<file path="src/rtl/i2c_tgt_pkg.sv">
package i2c_tgt_pkg;
  localparam int BYTE_W = 8;
  localparam int BIT_CNT_W = 4;
  localparam logic [5:0] DEV_ADDR_BASE = 6'b101011;

  typedef enum logic [3:0] {
    ST_IDLE,
    ST_DEV,
    ST_DEV_ACK,
    ST_PTR,
    ST_PTR_ACK,
    ST_WR,
    ST_WR_ACK,
    ST_RD,
    ST_RD_ACK
  } tgt_state_e;

  // Address byte carries the 7-bit device address in bits 7:1.
  function automatic logic dev_match(input logic [BYTE_W-1:0] b, input logic sel);
    return b[BYTE_W-1:1] == {DEV_ADDR_BASE, sel};
  endfunction

  // Unmapped locations read as zero.
  function automatic logic [BYTE_W-1:0] rd_gate(input logic ok, input logic [BYTE_W-1:0] d);
    return ok ? d : '0;
  endfunction
endpackage

</file>
<file path="src/rtl/i2c_line_mon.sv">
module i2c_line_mon (
  input  logic clk,
  input  logic rst_n,
  input  logic scl_i,
  input  logic sda_i,
  output logic scl_lvl,
  output logic sda_lvl,
  output logic scl_rise,
  output logic scl_fall,
  output logic bus_start,
  output logic bus_stop
);
  logic scl_q, scl_p, sda_q, sda_p;

  always_ff @(posedge clk or negedge rst_n) begin
    if (!rst_n) begin
      scl_q <= 1'b1;
      scl_p <= 1'b1;
      sda_q <= 1'b1;
      sda_p <= 1'b1;
    end else begin
      scl_q <= scl_i;
      scl_p <= scl_q;
      sda_q <= sda_i;
      sda_p <= sda_q;
    end
  end

  assign scl_lvl   = scl_q;
  assign sda_lvl   = sda_q;
  assign scl_rise  = scl_q & ~scl_p;
  assign scl_fall  = ~scl_q & scl_p;
  assign bus_start = scl_q & scl_p & sda_p & ~sda_q;
  assign bus_stop  = scl_q & scl_p & ~sda_p & sda_q;
endmodule

</file>
<file path="src/rtl/i2c_ptr_unit.sv">
module i2c_ptr_unit #(
  parameter int PTR_W = 8
) (
  input  logic             clk,
  input  logic             rst_n,
  input  logic             load,
  input  logic [PTR_W-1:0] load_val,
  input  logic             step,
  output logic [PTR_W-1:0] ptr
);
  always_ff @(posedge clk or negedge rst_n) begin
    if (!rst_n)    ptr <= '0;
    else if (load) ptr <= load_val;
    else if (step) ptr <= ptr + 1'b1;
  end
endmodule

</file>
<file path="src/rtl/i2c_reg_target.sv">
module i2c_reg_target
  import i2c_tgt_pkg::*;
#(
  parameter int PTR_W = 8
) (
  input  logic              clk,
  input  logic              rst_n,
  input  logic              scl_i,
  input  logic              sda_i,
  input  logic              addr_sel,
  output logic              sda_oe,
  output logic [PTR_W-1:0]  reg_addr,
  output logic [BYTE_W-1:0] reg_wdata,
  output logic              reg_we,
  input  logic [BYTE_W-1:0] reg_rdata,
  input  logic              reg_valid
);
  localparam logic [BIT_CNT_W-1:0] LAST_BIT = BIT_CNT_W'(BYTE_W - 1);
  localparam logic [BIT_CNT_W-1:0] FULL_CNT = BIT_CNT_W'(BYTE_W);

  logic scl_lvl, sda_lvl, scl_rise, scl_fall, bus_start, bus_stop;

  i2c_line_mon i_line (
    .clk(clk), .rst_n(rst_n), .scl_i(scl_i), .sda_i(sda_i),
    .scl_lvl(scl_lvl), .sda_lvl(sda_lvl), .scl_rise(scl_rise),
    .scl_fall(scl_fall), .bus_start(bus_start), .bus_stop(bus_stop)
  );

  tgt_state_e           st;
  logic [BYTE_W-1:0]    shreg, txq, rx_now, rd_now;
  logic [BIT_CNT_W-1:0] bitcnt;
  logic                 rw_q, mack_q, byte_full;
  logic                 ptr_load, ptr_step;

  assign byte_full = (bitcnt == FULL_CNT);
  assign rx_now    = {shreg[BYTE_W-2:0], sda_lvl};
  assign rd_now    = rd_gate(reg_valid, reg_rdata);
  assign ptr_load  = (st == ST_PTR) && scl_rise && (bitcnt == LAST_BIT);
  assign ptr_step  = scl_fall && ((st == ST_WR_ACK) || (st == ST_RD && byte_full));

  i2c_ptr_unit #(.PTR_W(PTR_W)) i_ptr (
    .clk(clk), .rst_n(rst_n), .load(ptr_load), .load_val(PTR_W'(rx_now)),
    .step(ptr_step), .ptr(reg_addr)
  );

  always_ff @(posedge clk or negedge rst_n) begin
    if (!rst_n) begin
      st        <= ST_IDLE;
      sda_oe    <= 1'b0;
      bitcnt    <= '0;
      shreg     <= '0;
      txq       <= '0;
      rw_q      <= 1'b0;
      mack_q    <= 1'b0;
      reg_we    <= 1'b0;
      reg_wdata <= '0;
    end else begin
      reg_we <= 1'b0;
      if (bus_stop) begin
        st     <= ST_IDLE;
        sda_oe <= 1'b0;
      end else if (bus_start) begin
        st     <= ST_DEV;
        sda_oe <= 1'b0;
        bitcnt <= '0;
      end else begin
        case (st)
          ST_DEV, ST_PTR, ST_WR: begin
            if (scl_rise && !byte_full) begin
              shreg  <= rx_now;
              bitcnt <= bitcnt + 1'b1;
            end else if (scl_fall && byte_full) begin
              bitcnt <= '0;
              if (st == ST_DEV) begin
                if (dev_match(shreg, addr_sel)) begin
                  sda_oe <= 1'b1;
                  rw_q   <= shreg[0];
                  st     <= ST_DEV_ACK;
                end else begin
                  st <= ST_IDLE;
                end
              end else if (st == ST_PTR) begin
                sda_oe <= reg_valid;
                st     <= ST_PTR_ACK;
              end else begin
                sda_oe    <= reg_valid;
                reg_we    <= reg_valid;
                reg_wdata <= shreg;
                st        <= ST_WR_ACK;
              end
            end
          end
          ST_DEV_ACK: if (scl_fall) begin
            bitcnt <= '0;
            if (rw_q) begin
              txq    <= rd_now;
              sda_oe <= ~rd_now[BYTE_W-1];
              st     <= ST_RD;
            end else begin
              sda_oe <= 1'b0;
              st     <= ST_PTR;
            end
          end
          ST_PTR_ACK, ST_WR_ACK: if (scl_fall) begin
            sda_oe <= 1'b0;
            bitcnt <= '0;
            st     <= ST_WR;
          end
          ST_RD: begin
            if (scl_rise && !byte_full) begin
              bitcnt <= bitcnt + 1'b1;
            end else if (scl_fall) begin
              if (byte_full) begin
                sda_oe <= 1'b0;
                bitcnt <= '0;
                st     <= ST_RD_ACK;
              end else begin
                txq    <= txq << 1;
                sda_oe <= ~txq[BYTE_W-2];
              end
            end
          end
          ST_RD_ACK: begin
            if (scl_rise) begin
              mack_q <= ~sda_lvl;
            end else if (scl_fall) begin
              if (mack_q) begin
                txq    <= rd_now;
                sda_oe <= ~rd_now[BYTE_W-1];
                st     <= ST_RD;
              end else begin
                st <= ST_IDLE;
              end
            end
          end
          default: ;
        endcase
      end
    end
  end

  // SDA enable only moves while SCL is low
  assert_oe_scl_low_R9: assert property (@(posedge clk) disable iff (!rst_n)
    !$stable(sda_oe) |-> !$past(scl_lvl));

  // Idle target never pulls SDA
  assert_idle_release_R1: assert property (@(posedge clk) disable iff (!rst_n)
    (st == ST_IDLE) |-> !sda_oe);

  // Controller acknowledge slot left free
  assert_rd_ack_release_R8: assert property (@(posedge clk) disable iff (!rst_n)
    (st == ST_RD_ACK) |-> !sda_oe);

  // Write strobe only at a mapped location
  assert_we_mapped_R3: assert property (@(posedge clk) disable iff (!rst_n)
    reg_we |-> reg_valid);

  // Write strobe is a lone pulse
  assert_we_pulse_R4: assert property (@(posedge clk) disable iff (!rst_n)
    reg_we |=> !reg_we);

  // Pointer moves only on an SCL-low step or a pointer load
  assert_ptr_moves_R5: assert property (@(posedge clk) disable iff (!rst_n)
    (reg_addr != $past(reg_addr)) |-> (!$past(scl_lvl) || $past(st) == ST_PTR));
endmodule

</file>
<file path="config.mk">
export PLATFORM = sky130hd
export DESIGN_NAME = i2c_reg_target
export DESIGN_NICKNAME = d
export VERILOG_FILES = /design/src/rtl/i2c_tgt_pkg.sv /design/src/rtl/i2c_line_mon.sv /design/src/rtl/i2c_ptr_unit.sv /design/src/rtl/i2c_reg_target.sv
export SDC_FILE = /design/constraint.sdc
export NUM_CORES = 1
export LEC_CHECK = 0
export CAP_MARGIN = 10
export CORE_MARGIN = 3
export CORE_UTILIZATION = 50
export DETAILED_ROUTE_END_ITERATION = 10
export HOLD_SLACK_MARGIN = 0.02
export MAX_ROUTING_LAYER = met4
export PLACE_DENSITY = 0.75
export SLEW_MARGIN = 20
export SYNTH_ARGS = -nofsm -noshare
export SYNTH_HDL_FRONTEND = slang
export SYNTH_HIERARCHICAL = 1
export SYNTH_SLANG_ARGS = --single-unit
</file>
<file path="constraint.sdc">
create_clock -name clk -period 5.71 [get_ports clk]
set_input_delay 1.713 -clock clk [delete_from_list [all_inputs] [get_ports clk]]
set_output_delay 1.713 -clock clk [all_outputs]
set_load 0.005 [all_outputs]
</file>
[Word level (Yosys, flattened, before mapping)]
Index checks and enable logic that the tools add are counted.
Storage, ports and cells
  register bits: 47
  output and inout port bits: 18
  logic and storage cells: 151
Cells by class
  add/sub/neg operators: 2
  equal/unequal tests: 34
  mux-type cells: 60
  bitwise gates (word level): 18
  reduce and logical (&&, ||, !) cells: 23
Operator list (count)
  $mux W4: 19
  $mux W7: 8
  $ne A4 B4 Y1 const B: 11
  $mux W8: 3
  $mux W1: 22
  $reduce_and A11 Y1: 2
  $pmux W7 S3: 1
  $eq A4 B3 Y1 const B: 5
  $pmux W4 S5: 1
  $ne A2 B2 Y1 const B: 8
  $reduce_and A7 Y1: 2
  $pmux W4 S3: 1
  $not A1 Y1: 11
  $reduce_and A10 Y1: 1
  $add A8 B1 Y8 const B: 1
  $eq A4 B2 Y1 const B: 2
  $eq A4 B4 Y1 const B: 2
  $ne A4 B3 Y1 const B: 2
  $reduce_and A4 Y1: 2
  $and A1 B1 Y1: 7
  $eq A7 B7 Y1: 1
  $reduce_bool A7 Y1: 1
  $logic_and A1 B1 Y1: 6
  $mux W3: 2
  14 further kinds: 16

[Logic depth before layout (Yosys ltp)]
Gate-level depths: netlist of run 1.
  depth in word-level cells: 8
  gate-level depth with buffers: 8
  mapped depth without buffers: 7

[Hierarchy]
The synthesis of run 1 kept the hierarchy.
By module, submodules not included
  i2c_reg_target: times used 1, cells each 198, area each 2014.4 sq um, seq. area each 875.8 sq um
  i2c_ptr_unit: times used 1, cells each 49, area each 450.4 sq um, seq. area each 200.2 sq um
  i2c_line_mon: times used 1, cells each 8, area each 137.6 sq um, seq. area each 105.1 sq um

[Worst setup path before layout of run 1]
OpenSTA, ideal clock, no wires.
  path type: input-to-reg
  start: input port reg_valid
  end: register sda_oe
  arrival: 2.473 ns
  slack: 3.116 ns
  stages on the path: 3
  path through: buf_1 > or3_1 > a41o_1
On the way
  longest elaborated chain between the ends: 8
  elaborated cells between the ends (all ways): 13
  those cells by class: mux: 12; bitwise: 1
Ends and longest elaborated chain
  start: declaration: line i2c_reg_target.sv:16  | input logic reg_valid
  $mux W8: line i2c_tgt_pkg.sv:25  | return ok ? d : '0;
  $not A1 Y1: line i2c_reg_target.sv:97, i2c_reg_target.sv:129
  $mux W1: line i2c_reg_target.sv:127  | if (mack_q) begin
  $mux W1: line i2c_reg_target.sv:126  | end else if (scl_fall) begin
  $mux W1: line i2c_reg_target.sv:124  | if (scl_rise) begin
  $pmux W1 S5 *: line i2c_reg_target.sv:67  | case (st)
  $mux W1 *: line i2c_reg_target.sv:62  | end else if (bus_start) begin
  $mux W1 *: line i2c_reg_target.sv:59  | if (bus_stop) begin
  end signal: assignment: line i2c_reg_target.sv:83  | sda_oe <= reg_valid;
  end signal: assignment: line i2c_reg_target.sv:119  | sda_oe <= ~txq[BYTE_W-2];
  end signal: assignment: line i2c_reg_target.sv:129  | sda_oe <= ~rd_now[BYTE_W-1];
  end: declaration: line i2c_reg_target.sv:11  | output logic sda_oe,
Every way passes the cells marked *; elsewhere a longest branch is shown, timed or not. The select of a mux whose other input is x is not followed.
A chain may end at the register's enable or synchronous reset.

[Final worst setup path of run 1]
  start: register i_ptr.ptr[2]
  end: output port reg_addr[2]
RTL lines
  start: declaration: line i2c_ptr_unit.sv:9  | output logic [PTR_W-1:0] ptr
  start signal: assignment: line i2c_ptr_unit.sv:13  | else if (load) ptr <= load_val;
  start signal: assignment: line i2c_ptr_unit.sv:14  | else if (step) ptr <= ptr + 1'b1;
  end: declaration: line i2c_reg_target.sv:12  | output logic [PTR_W-1:0] reg_addr,
No word-level cell between the ends.

==> results summary, run 1 <==
The run finished with clean final reports. The number of design-rule violations left by the first detailed-router iteration is 153. Gates resized during post-CTS repair numbered 0. The netlist area before placement is 2600 sq um. In the routed layout, each cell is associated on average with a via count of 5.70.

The count of hold-fix buffers inserted at cts is 0. For this design the top-level I/O count stands at 32. The number of buffers and inverters on the critical path is 1. The number of buffers between clock root and the deepest sink is 2. The buffer type at the clock tree root is sky130_fd_sc_hd__clkbuf_8. The largest individual stage delay along the critical path comes from the cell sky130_fd_sc_hd__clkdlybuf4s50_1. The tool flagged a number of max-cap violations equal to 0. The initial antenna violation count came out at 0. The maximum single-stage delay on the critical path is 0.55 ns. The number of enable flip-flop cells after synthesis came out at 0. The post-synthesis async set-or-reset flop share is 100%. The final global-route overflow total came out at 0. Routability-driven placement finished with a final weighted congestion of 0.905.

The H-tree depth is 2. Sorting the synthesized cells by area gives the leading types as sky130_fd_sc_hd__dfrtp_1 (41%), sky130_fd_sc_hd__mux2_2 (11%), sky130_fd_sc_hd__nand2_1 (5.0%). The highest ir drop seen on vdd came out at 0.169 mV. The initial core utilization is 53.3%.

In the final routed layout, each cell accounts on average for 15.7 microns. The total die area is 6110 sq um. STA puts the critical path data arrival time at 1.31 ns. The critical path is of the reg2out type. The routed design could run at a clock period as short as 3.02 ns. The final number of setup-violating endpoints came out at 0. The count of standard-cell rows is 25. The worst setup path is captured at an output port. The final routed DRC violation total came out at 0.

The via count came out at 1977. The HPWL after detailed placement is 3.72 mm. Setup repair after global routing left no endpoint under its margin.

Between clock sinks in the finished design, the worst skew comes to 0.00863 ns. The clock latency reported for the late side of the worst-skew pair is 0.30 ns. The number of hold violations in the final report was 0.

Static timing analysis puts the maximum clock frequency at 0.331 GHz. The final-layout worst hold slack came out at 0.390 ns. The average size of a mapped cell is 10.2 sq um. TritonCTS built the clock tree.

The growth of design area from synthesis to finish came out at 16.6%. The fraction of layout instances using a drive strength above 1 came out at 17.1%. The core box area came out at 4880 sq um. The synthesized design contains 47 register bits. The number of nets in the layout is 296. Yosys printed 6 warnings. The pin count of the biggest net entering global routing is 48.

Measured along the y axis, the die boundary spans 78.1 microns. The static leakage came out at 0.00130 uW. The part of the cycle the worst path needs is 52.9%. The highest net fanout along the worst path came out at 5. Input and output buffers added on the ports amount to 31. The biggest area contributor in the post-synthesis netlist is sky130_fd_sc_hd__dfrtp_1. 0 antenna diodes ended up in the layout. The portion of synthesized cell area occupied by the leading cell type is 41.3%. The antenna violation net count after detailed routing is 0.

The required time of the critical path is 4.00 ns. The sequential area share after synthesis came out at 45.4%. Among all flip-flop cells after synthesis, the most frequent one is sky130_fd_sc_hd__dfrtp_1.

The relative slew slack came out at 50.6%. CTS saw 47 sinks. The post-CTS setup buffer count came out at 0.

The total routed wirelength is 5.45 mm. The via count of the first global-routing pass came out at 1939. The final count of pins violating max slew was 0.

The signal on the critical path passes through clkdlybuf4s50_1. The category of cells accounting for the largest share of critical-path delay is buffers and inverters. The total negative slack for setup checks is 0 ns. The global router's overall resource usage is 19.9%. The width of the chip came out at 78.1 microns. The detailed-routing iteration count for the pre-antenna-repair pass is 4. In this run, CTS created clock tree buffers numbering 5. The count of mapped cells out of synthesis is 255. For this design the ratio of total power to cell area is 237 nW/um^2. The number of library cell types mapped by synthesis came out at 54. The path class of the tightest hold or removal check is reg2reg. The critical path startpoint category is a flip-flop. The number of fill cells in the layout is 410.

The post-CTS clock slew at the launch and capture registers of the worst setup and hold paths came out at 0.08 ns. The wire length of the first global-routing pass is 9.46 mm. Synthesis produced a netlist with a net count of 272. The worst-margin pin slew came out at 0.738 ns.
## state kept, by name (all words and copies together), names as in the netlist
name,count
i_ptr/ptr,8
reg_wdata,8
shreg,8
txq,7
bitcnt,4
st,4
i_line/scl_lvl,1
i_line/scl_p,1
i_line/sda_lvl,1
i_line/sda_p,1
mack_q,1
reg_we,1
rw_q,1
sda_oe,1
## kinds of logic after synthesis
family                   share of synthesized area (%)
AO/OA/AOI/OAI                                     11.9
XOR/XNOR                                          1.68
adder cells (fa/ha/maj)                           1.44
buffers and inverters                             3.61
flip-flops                                        45.4
multiplexers                                      12.7
AND/OR/NAND/NOR                                   23.2
## cell usage after synthesis (4+ instances only)
master                     number
sky130_fd_sc_hd__a21oi_1        4
sky130_fd_sc_hd__a31oi_1        4
sky130_fd_sc_hd__and4b_1        6
sky130_fd_sc_hd__buf_2          6
sky130_fd_sc_hd__clkbuf_1       6
sky130_fd_sc_hd__dfrtp_1       43
sky130_fd_sc_hd__dfstp_2        4
sky130_fd_sc_hd__inv_1          7
sky130_fd_sc_hd__mux2_2        25
sky130_fd_sc_hd__mux2i_1        5
sky130_fd_sc_hd__nand2_1       35
sky130_fd_sc_hd__nand3_1       10
sky130_fd_sc_hd__nand4_1        5
sky130_fd_sc_hd__nor2_1         8
sky130_fd_sc_hd__nor2b_1        8
sky130_fd_sc_hd__o21ai_0       21
sky130_fd_sc_hd__or4_1          4
## metal layers
| metal | track usage, % | up-vias | part of all wire [%] |
|---|---|---|---|
| met5 | - | - | 0 |
| met4 | 5.94 | 0 | 1.1 |
| met3 | 3.56 | 7 | 3.4 |
| met2 | 32.2 | 33 | 49 |
| met1 | 25.8 | 964 | 46 |
| li1 | - | 973 | - |
## path summary, 6_finish.rpt
check	start	endpoint	slack (ns)	cells after the start
max reg2reg	i_line/sda_lvl	reg_wdata[5]	2.99	5
min in group asynchronous	rst_n	st[3]	1.40	1
max in group asynchronous	rst_n	reg_wdata[7]	3.90	1
max	i_ptr/ptr[2]	reg_addr[2]	2.69	1
min	i_line/scl_lvl	i_line/scl_p	0.39	0
min reg2reg	i_line/scl_lvl	i_line/scl_p	0.39	0
## area by class of cell
type | instances | area (sq um) | area share, %
clock buffer | 8 | 100 | 3.30
inverter | 7 | 26.3 | 0.866
multi-input combinational | 186 | 1330 | 43.8
sequential | 47 | 1180 | 38.9
tap | 67 | 83.8 | 2.76
timing repair buffer | 32 | 315 | 10.4
## through the flow
step | cells | utilization, % | power, uW | instance area [sq um] | worst slack [ns]
after floorplan | 255 | - | 469 | 2600 | 3.12
after global placement | 339 | 60.1 | 506 | 2930 | 2.57
after detailed placement | 339 | 60.1 | 509 | 2930 | 2.56
after CTS | 347 | 62.2 | 726 | 3030 | 2.67
after global routing | 347 | 62.2 | 758 | 3040 | 2.62
final | 347 | 62.2 | 720 | 3040 | 2.69
## placed cells by master, fill, tap and decap left out, drive strengths merged, types with 3 or more instances in the layout
master,instances
or4,4
ha,3
clkdlybuf4s50,30
nor2,8
mux2i,5
nor2b,8
inv,7
dfrtp,43
nand4,7
dfstp,4
a31oi,4
nand2,36
nor3,3
nor4,3
and4b,6
a21oi,4
xor2,3
clkbuf,8
and2,3
nand3,10
mux2,25
o21ai,23
## power breakdown
part           internal (uW)  switching, uW  leakage, uW
sequential               362           44.4     0.000599
clock                    111            105    0.0000515
combinational           51.3           46.0     0.000646
Power figures use the tool's default switching activity.
==> inputs of run 2 (changes only) <==
==> constraint.sdc (replaced) <==
create_clock -name clk -period 2.8 [get_ports clk]
set_input_delay 0.84 -clock clk [delete_from_list [all_inputs] [get_ports clk]]
set_output_delay 0.84 -clock clk [all_outputs]
set_load 0.005 [all_outputs]
==> run 2 against run 1 <==
Compared with the run above:
- critical path depth increased by 7
- core utilization is 0.92 points higher
- highest routed layer unchanged
- clock-buffer cell count decreased by 1
- routed wire length up 1.2%
- largest power group unchanged
- sequential share of layout area shrank 0.57 points
- combinational power up 110%
- non-clock buffer count is 7 higher
- via count rose by 1.7%
==> results summary, run 2 (synthesis results as in run 1) <==
The minimum setup slack in the final design is 0.467 ns. Once placement finished, the instance area stood at 2990 sq um. The growth of design area from synthesis to finish is 18.4%. The buffer type at the clock tree root is sky130_fd_sc_hd__clkbuf_8.

Dividing the detail-routed wire length by the instance count gives 15.6 microns. The total non-filler cell area in the finished layout is 3080 sq um. For this run, the slowest stage of the critical path takes 0.49 ns.

Of the available clock period, the critical path in the final layout requires 83.3%. After clock tree synthesis, the setup repair step added 0 buffers. The number of resized instances in the post-cts repair step is 0.

OpenSTA, run right after detailed placement, puts the worst setup slack at 0.460 ns. The via count of the first global-routing pass came out at 1995. The number of max-cap violations is 0. TritonCTS built the clock tree. Excluding fillers, the count of instances in the completed layout stands at 354.

The start-to-end type of the worst setup path is reg2reg. The number of top-level pins is 32. In this run the horizontal extent of the chip is 78.1 microns. For this design the static power due to leakage is 0.00133 uW.

The power consumption is 1470 uW. The H-tree depth is 2. The slowest stage of the critical path is the sky130_fd_sc_hd__or4_1 cell. The detailed-routing wirelength on met1 is 2.66 mm.

The pin count of the biggest net entering global routing came out at 42. The minimum period implied by the final worst setup slack came out at 2.33 ns. The height of the die is 78.1 microns. The worst clock skew on the final layout is 0.00394 ns. The wire length on met3 is 199 microns. Detailed routing inserted a total of 2011 vias. The highest clock frequency the design can meet came out at 0.429 GHz. Global routing used 20.0% of the available tracks. The placed wire-length estimate came out at 3.91 mm. The count of hold-fix buffers inserted at cts came out at 0. The initial antenna violation count was 0. The clock latency reported for the late side of the worst-skew pair is 0.30 ns.

The highest net fanout along the worst path came out at 8. The largest registers in the layout are i_ptr/ptr (8), reg_wdata (8), shreg (8). Data on the critical path is required at its endpoint by 3.04 ns. The final count of pins violating max slew is 0. The final number of setup-violating endpoints is 0. Setup repair after global routing left no endpoint under its margin.

The critical path startpoint category is a flip-flop. The number of hold violations in the final report came to 0. The instance count after placement with tap cells included came out at 346. At the end of the flow, the number of nets in the layout was 303.

The core box area is 4880 sq um. The flow ran to the end, and the final reports show no timing, DRC or antenna violations. The worst-margin pin slew came out at 0.613 ns. 0 antenna diodes ended up in the layout. In this run, the number of DRC markers left after iteration 0 of detailed routing was 153.

The wire length of the first global-routing pass is 9.58 mm. The number of buffers between clock root and the deepest sink is 2. STA classifies the critical path endpoint as a flip-flop.

In the layout the commonest cells are sky130_fd_sc_hd__dfrtp_1 (43), sky130_fd_sc_hd__nand2_1 (35), sky130_fd_sc_hd__clkdlybuf4s50_1 (30). The detailed-routing iteration count for the pre-antenna-repair pass is 4. The power per cell area came out at 476 nW/um^2. After routing, the total negative slack on setup checks comes to 0 ns. The final global-route overflow total is 0. IR analysis of the VDD net gives a maximum drop of 0.395 mV.

The worst hold path belongs to the class in2async. The detail route stage leaves a number of antenna-violating nets equal to 0. The die covers 6110 sq um. The detailed router used layers up to and including met4. The count of standard-cell rows came out at 25. The sink count of the clock tree came out at 47. Clock-pin slew was measured on the worst setup and hold paths at 0.09 ns. Leaving out fill and tap cells, the most frequent cell in the layout is sky130_fd_sc_hd__dfrtp_1.

Data on the critical path arrives at its endpoint at 2.57 ns. In the routed layout, each cell is associated on average with a via count of 5.68. The initial utilization of the core area, before any placement, comes to 53.3%. The met2 wirelength from detailed routing is 2.59 mm. Summed over all layers, the routed wires come to 5.52 mm. At the end of routability-driven placement, the weighted congestion stood at 0.862. The fraction of layout instances using a drive strength above 1 came out at 19.2%. The relative slew slack came out at 59.1%. The signal on the critical path passes through inv_1, ha_1, nand3b_4, a2111oi_1, buf_4, nand4_4, or4_1, nand3_1.

The final routed DRC violation total came out at 0. Buffers placed on the I/O ports in this run total 31. The number of buffers created by CTS is 5.
run 2: cell types whose count changed in the layout (fill, tap and decap cells not counted), sizes merged:
cell	change
buf	+7
clkbuf	-1
clkinv	+1
run 2: where the power goes:
group          leakage [uW]  total (uW)  switching (uW)  internal (uW)
clock             0.0000484         435             232            203
combinational      0.000681         209            97.5            112
sequential         0.000599         822            82.5            739
run 2: metal layers:
metal | global-route usage, % | vias to the layer above
met4 | 6.29 | 0
met5 | - | -
met3 | 3.44 | 8
li1 | - | 991
met1 | 27.7 | 968
met2 | 30.2 | 44
run 2: final timing paths:
path / start / endpoint / slack (ns) / cells after the start
max in group asynchronous: rst_n / i_line/sda_p / 1.70 / 2
min in group clk: i_line/scl_lvl / i_line/scl_p / 0.39 / 0
hold reg to reg: i_line/scl_lvl / i_line/scl_p / 0.39 / 0
setup / recovery: bitcnt[0] / i_ptr/ptr[7] / 0.47 / 8
hold / removal: rst_n / i_ptr/ptr[0] / 0.36 / 1
setup reg to reg: bitcnt[0] / i_ptr/ptr[7] / 0.47 / 8
run 2: cell type report:
cell class | instances | area, sq um
flip-flops and latches | 47 | 1180
multi-input cells | 186 | 1330
clock buffers | 7 | 86.3
repair buffers | 39 | 365
fillers | 420 | 1800
well taps | 67 | 83.8
clock inverters | 1 | 8.76
inverters | 7 | 26.3
run 2: critical path, delay by kind of cell (launching register included):
kind	cells	cell delay, ns
DFF	1	0.44
buffers and inverters	2	0.31
adders and majority gates	1	0.21
AOI/OAI and AO/OA	1	0.44
and+or+nand+nor	4	0.88
run 2: per-stage QoR:
step | util, % | hold slack (ns)
floorplan | - | 0.368
global placement | 61.2 | 0.377
finish | 63.1 | 0.355
detailed placement | 61.2 | 0.377
CTS | 63.1 | 0.358
global route | 63.1 | 0.349
==> inputs of run 3 (changes only) <==
==> constraint.sdc (replaced) <==
create_clock -name clk -period 2.3 [get_ports clk]
set_input_delay 0.69 -clock clk [delete_from_list [all_inputs] [get_ports clk]]
set_output_delay 0.69 -clock clk [all_outputs]
set_load 0.005 [all_outputs]
==> run 3 against run 2 <==
Compared with the run above:
- final cell count increased by 3.7%
- non-clock buffer count increased by 13
- largest cell class unchanged
- sequential share of layout area decreased by 1.4 points
- core utilization increased by 2.5 points
- critical path depth unchanged
- sequential cell count unchanged
- clock power increased by 39%
- sequential power increased by 20%
- global-route usage increased by 1.4 points
- clock skew increased by 0.0095 ns
==> results summary, run 3 (synthesis results as in run 1) <==
The flow ran to the end, and the final reports show no timing, DRC or antenna violations. The floorplan step set the die height to 78.1 microns. The count of standard-cell rows came out at 25. STA classifies the critical path endpoint as a flip-flop. The clock passes through at most 2 buffers. The pre-antenna-repair detailed-routing pass consisted of 4 iterations. Setup repair after global routing left no endpoint under its margin. The total routed wirelength came out at 5.84 mm. The root buffer cell chosen for the clock tree is sky130_fd_sc_hd__clkbuf_8. The number of diodes added for antenna fixing is 0. The growth of design area from synthesis to finish came out at 23.1%. The signal on the critical path passes through inv_1, ha_2, nand3b_4, a2111oi_2, buf_4, nand4_4, or4_1, nand3_1. The total die area came out at 6110 sq um. The worst-margin pin slew is 0.682 ns. The number of buffers created by CTS came out at 5. The largest registers in the layout are i_ptr/ptr (8), reg_wdata (8), shreg (8). After legalization and detailed placement, the total HPWL measured 4.18 mm. The initial core utilization came out at 53.3%. The wire length of the first global-routing pass is 10.2 mm. The final routed DRC violation total came out at 0. The static leakage came out at 0.00140 uW. The path class of the tightest hold or removal check is reg2reg. The number of hold violations in the final report is 0. The power per cell area is 589 nW/um^2.

The total non-filler cell area in the finished layout came out at 3200 sq um. In the final layout, the share of cells above drive strength 1 is 24.0%. The cell area reported after detailed placement came out at 3070 sq um. Across all layers, the routed design uses 2102 vias. The total negative slack for setup checks came out at 0 ns.

The minimum period implied by the final worst setup slack came out at 2.19 ns. In this run the worst path has a maximum fanout of 6. In this run the tightest slew margin relative to its limit is 54.5%. The final cell count without fillers came out at 367. Leaving out fill and tap cells, the most frequent cells in the layout are sky130_fd_sc_hd__dfrtp_1 (42), sky130_fd_sc_hd__nand2_1 (35), sky130_fd_sc_hd__clkdlybuf4s50_1 (30). The instance count after placement with tap cells included came out at 357. The number of design-rule violations left by the first detailed-router iteration is 169. The post-CTS clock slew at the launch and capture registers of the worst setup and hold paths is 0.09 ns. The via count of the first global-routing pass came to 2193. STA classifies the critical path startpoint as a flip-flop.

The pin count of the biggest net entering global routing came out at 31. TritonCTS built the clock tree. The global router's overall resource usage came out at 21.4%. The initial antenna violation count came out at 0.

The clock latency reported for the late side of the worst-skew pair came out at 0.30 ns. The final global-route overflow total came out at 0. The part of the cycle the worst path needs is 95.1%. The count of input and output buffers is 31.

The data arrival time at the worst-slack endpoint came out at 2.42 ns. Derived from the worst setup path, the maximum achievable clock frequency is 0.457 GHz. The cell with the largest stage delay on the worst path is sky130_fd_sc_hd__or4_1. The number of top-level pins came out at 32. For this design, the sink count on the clock tree is 47. The minimum setup slack in the final design is 0.113 ns. The detail-routed net length per standard cell is 15.9 microns. Across all hold checks on the routed design, the worst slack comes to 0.401 ns. Setup violations remaining at the end of the flow were counted as 0. The number of max-cap violations is 0. The pre-CTS setup slack came out at 0.0657 ns.

The average via count per standard cell came out at 5.73. The library cell used most frequently in the layout, excluding fill and tap cells, is sky130_fd_sc_hd__dfrtp_1. The final count of pins violating max slew came out at 0. The H-tree was split into 2 levels.

The width of the chip is 78.1 microns. The floorplan step defined a core boundary enclosing 4880 sq um. The antenna violation net count after detailed routing came out at 0. The worst clock skew on the final layout came out at 0.0135 ns. The critical path in this run is classified as reg2reg.

The number of nets in the layout came out at 316. The highest ir drop seen on vdd is 0.450 mV. The routability-driven placement congestion ratio is 0.910. The maximum single-stage delay on the critical path came out at 0.48 ns. The required time of the critical path is 2.53 ns.
-- run 3: changes by cell type in the layout (fill, tap and decap cells not counted), sizes merged --
| cell | before | now |
|---|---|---|
| bufinv | 0 | 1 |
| clkinv | 1 | 2 |
| buf | 9 | 22 |
| clkbuf | 7 | 5 |
-- run 3: final cells by class --
type	instances	area, sq um
fillers	402	1680
multi-input cells	186	1340
flip-flops and latches	47	1180
repair buffers	52	463
well taps	67	83.8
clock buffers	5	68.8
clock inverters	3	43.8
inverters	7	26.3
-- run 3: power by group --
group,switching (uW),internal (uW)
sequential,88.1,901
combinational,139,152
clock,282,324
-- run 3: timing repair --
item / in CTS / in global routing
setup endpoints to repair: 0 / 3
setup buffers: 0 / 2
resized for setup: 0 / 3
hold buffers: 0 / 0
endpoints found under the hold margin: 0 / 0
-- run 3: critical path: cells and delay by family (launching register included) --
| family | cells | cell delay [ns] |
|---|---|---|
| AO/OA/AOI/OAI | 1 | 0.38 |
| flip-flops | 1 | 0.45 |
| AND/OR/NAND/NOR | 4 | 0.79 |
| buffers and inverters | 2 | 0.29 |
| adder cells (fa/ha/maj) | 1 | 0.20 |
-- run 3: path summary, 6_finish.rpt --
kind	from	end	slack (ns)	cells past startpoint
worst max-delay path	bitcnt[0]	i_ptr/ptr[5]	0.11	8
worst min register to register	i_line/scl_lvl	i_line/scl_p	0.40	0
worst min-delay path	i_line/scl_lvl	i_line/scl_p	0.40	0
worst max register to register	bitcnt[0]	i_ptr/ptr[5]	0.11	8
min in group asynchronous	rst_n	bitcnt[3]	0.41	1
max in group asynchronous	rst_n	sda_oe	1.26	2
-- run 3: per-stage QoR --
stage               utilization [%]  total power (uW)
global route                   65.7              1990
finish                         65.7              1890
floorplan                         -              1170
detailed placement             62.9              1280
global placement               62.9              1270
CTS                            65.2              1890
-- run 3: layer usage --
metal,wire length (microns),vias to the layer above,GRT usage [%]
met4,59,0,6.12
li1,-,1013,-
met5,0,-,-
met3,262,6,3.67
met2,2970,60,35.8
met1,2550,1023,27.0
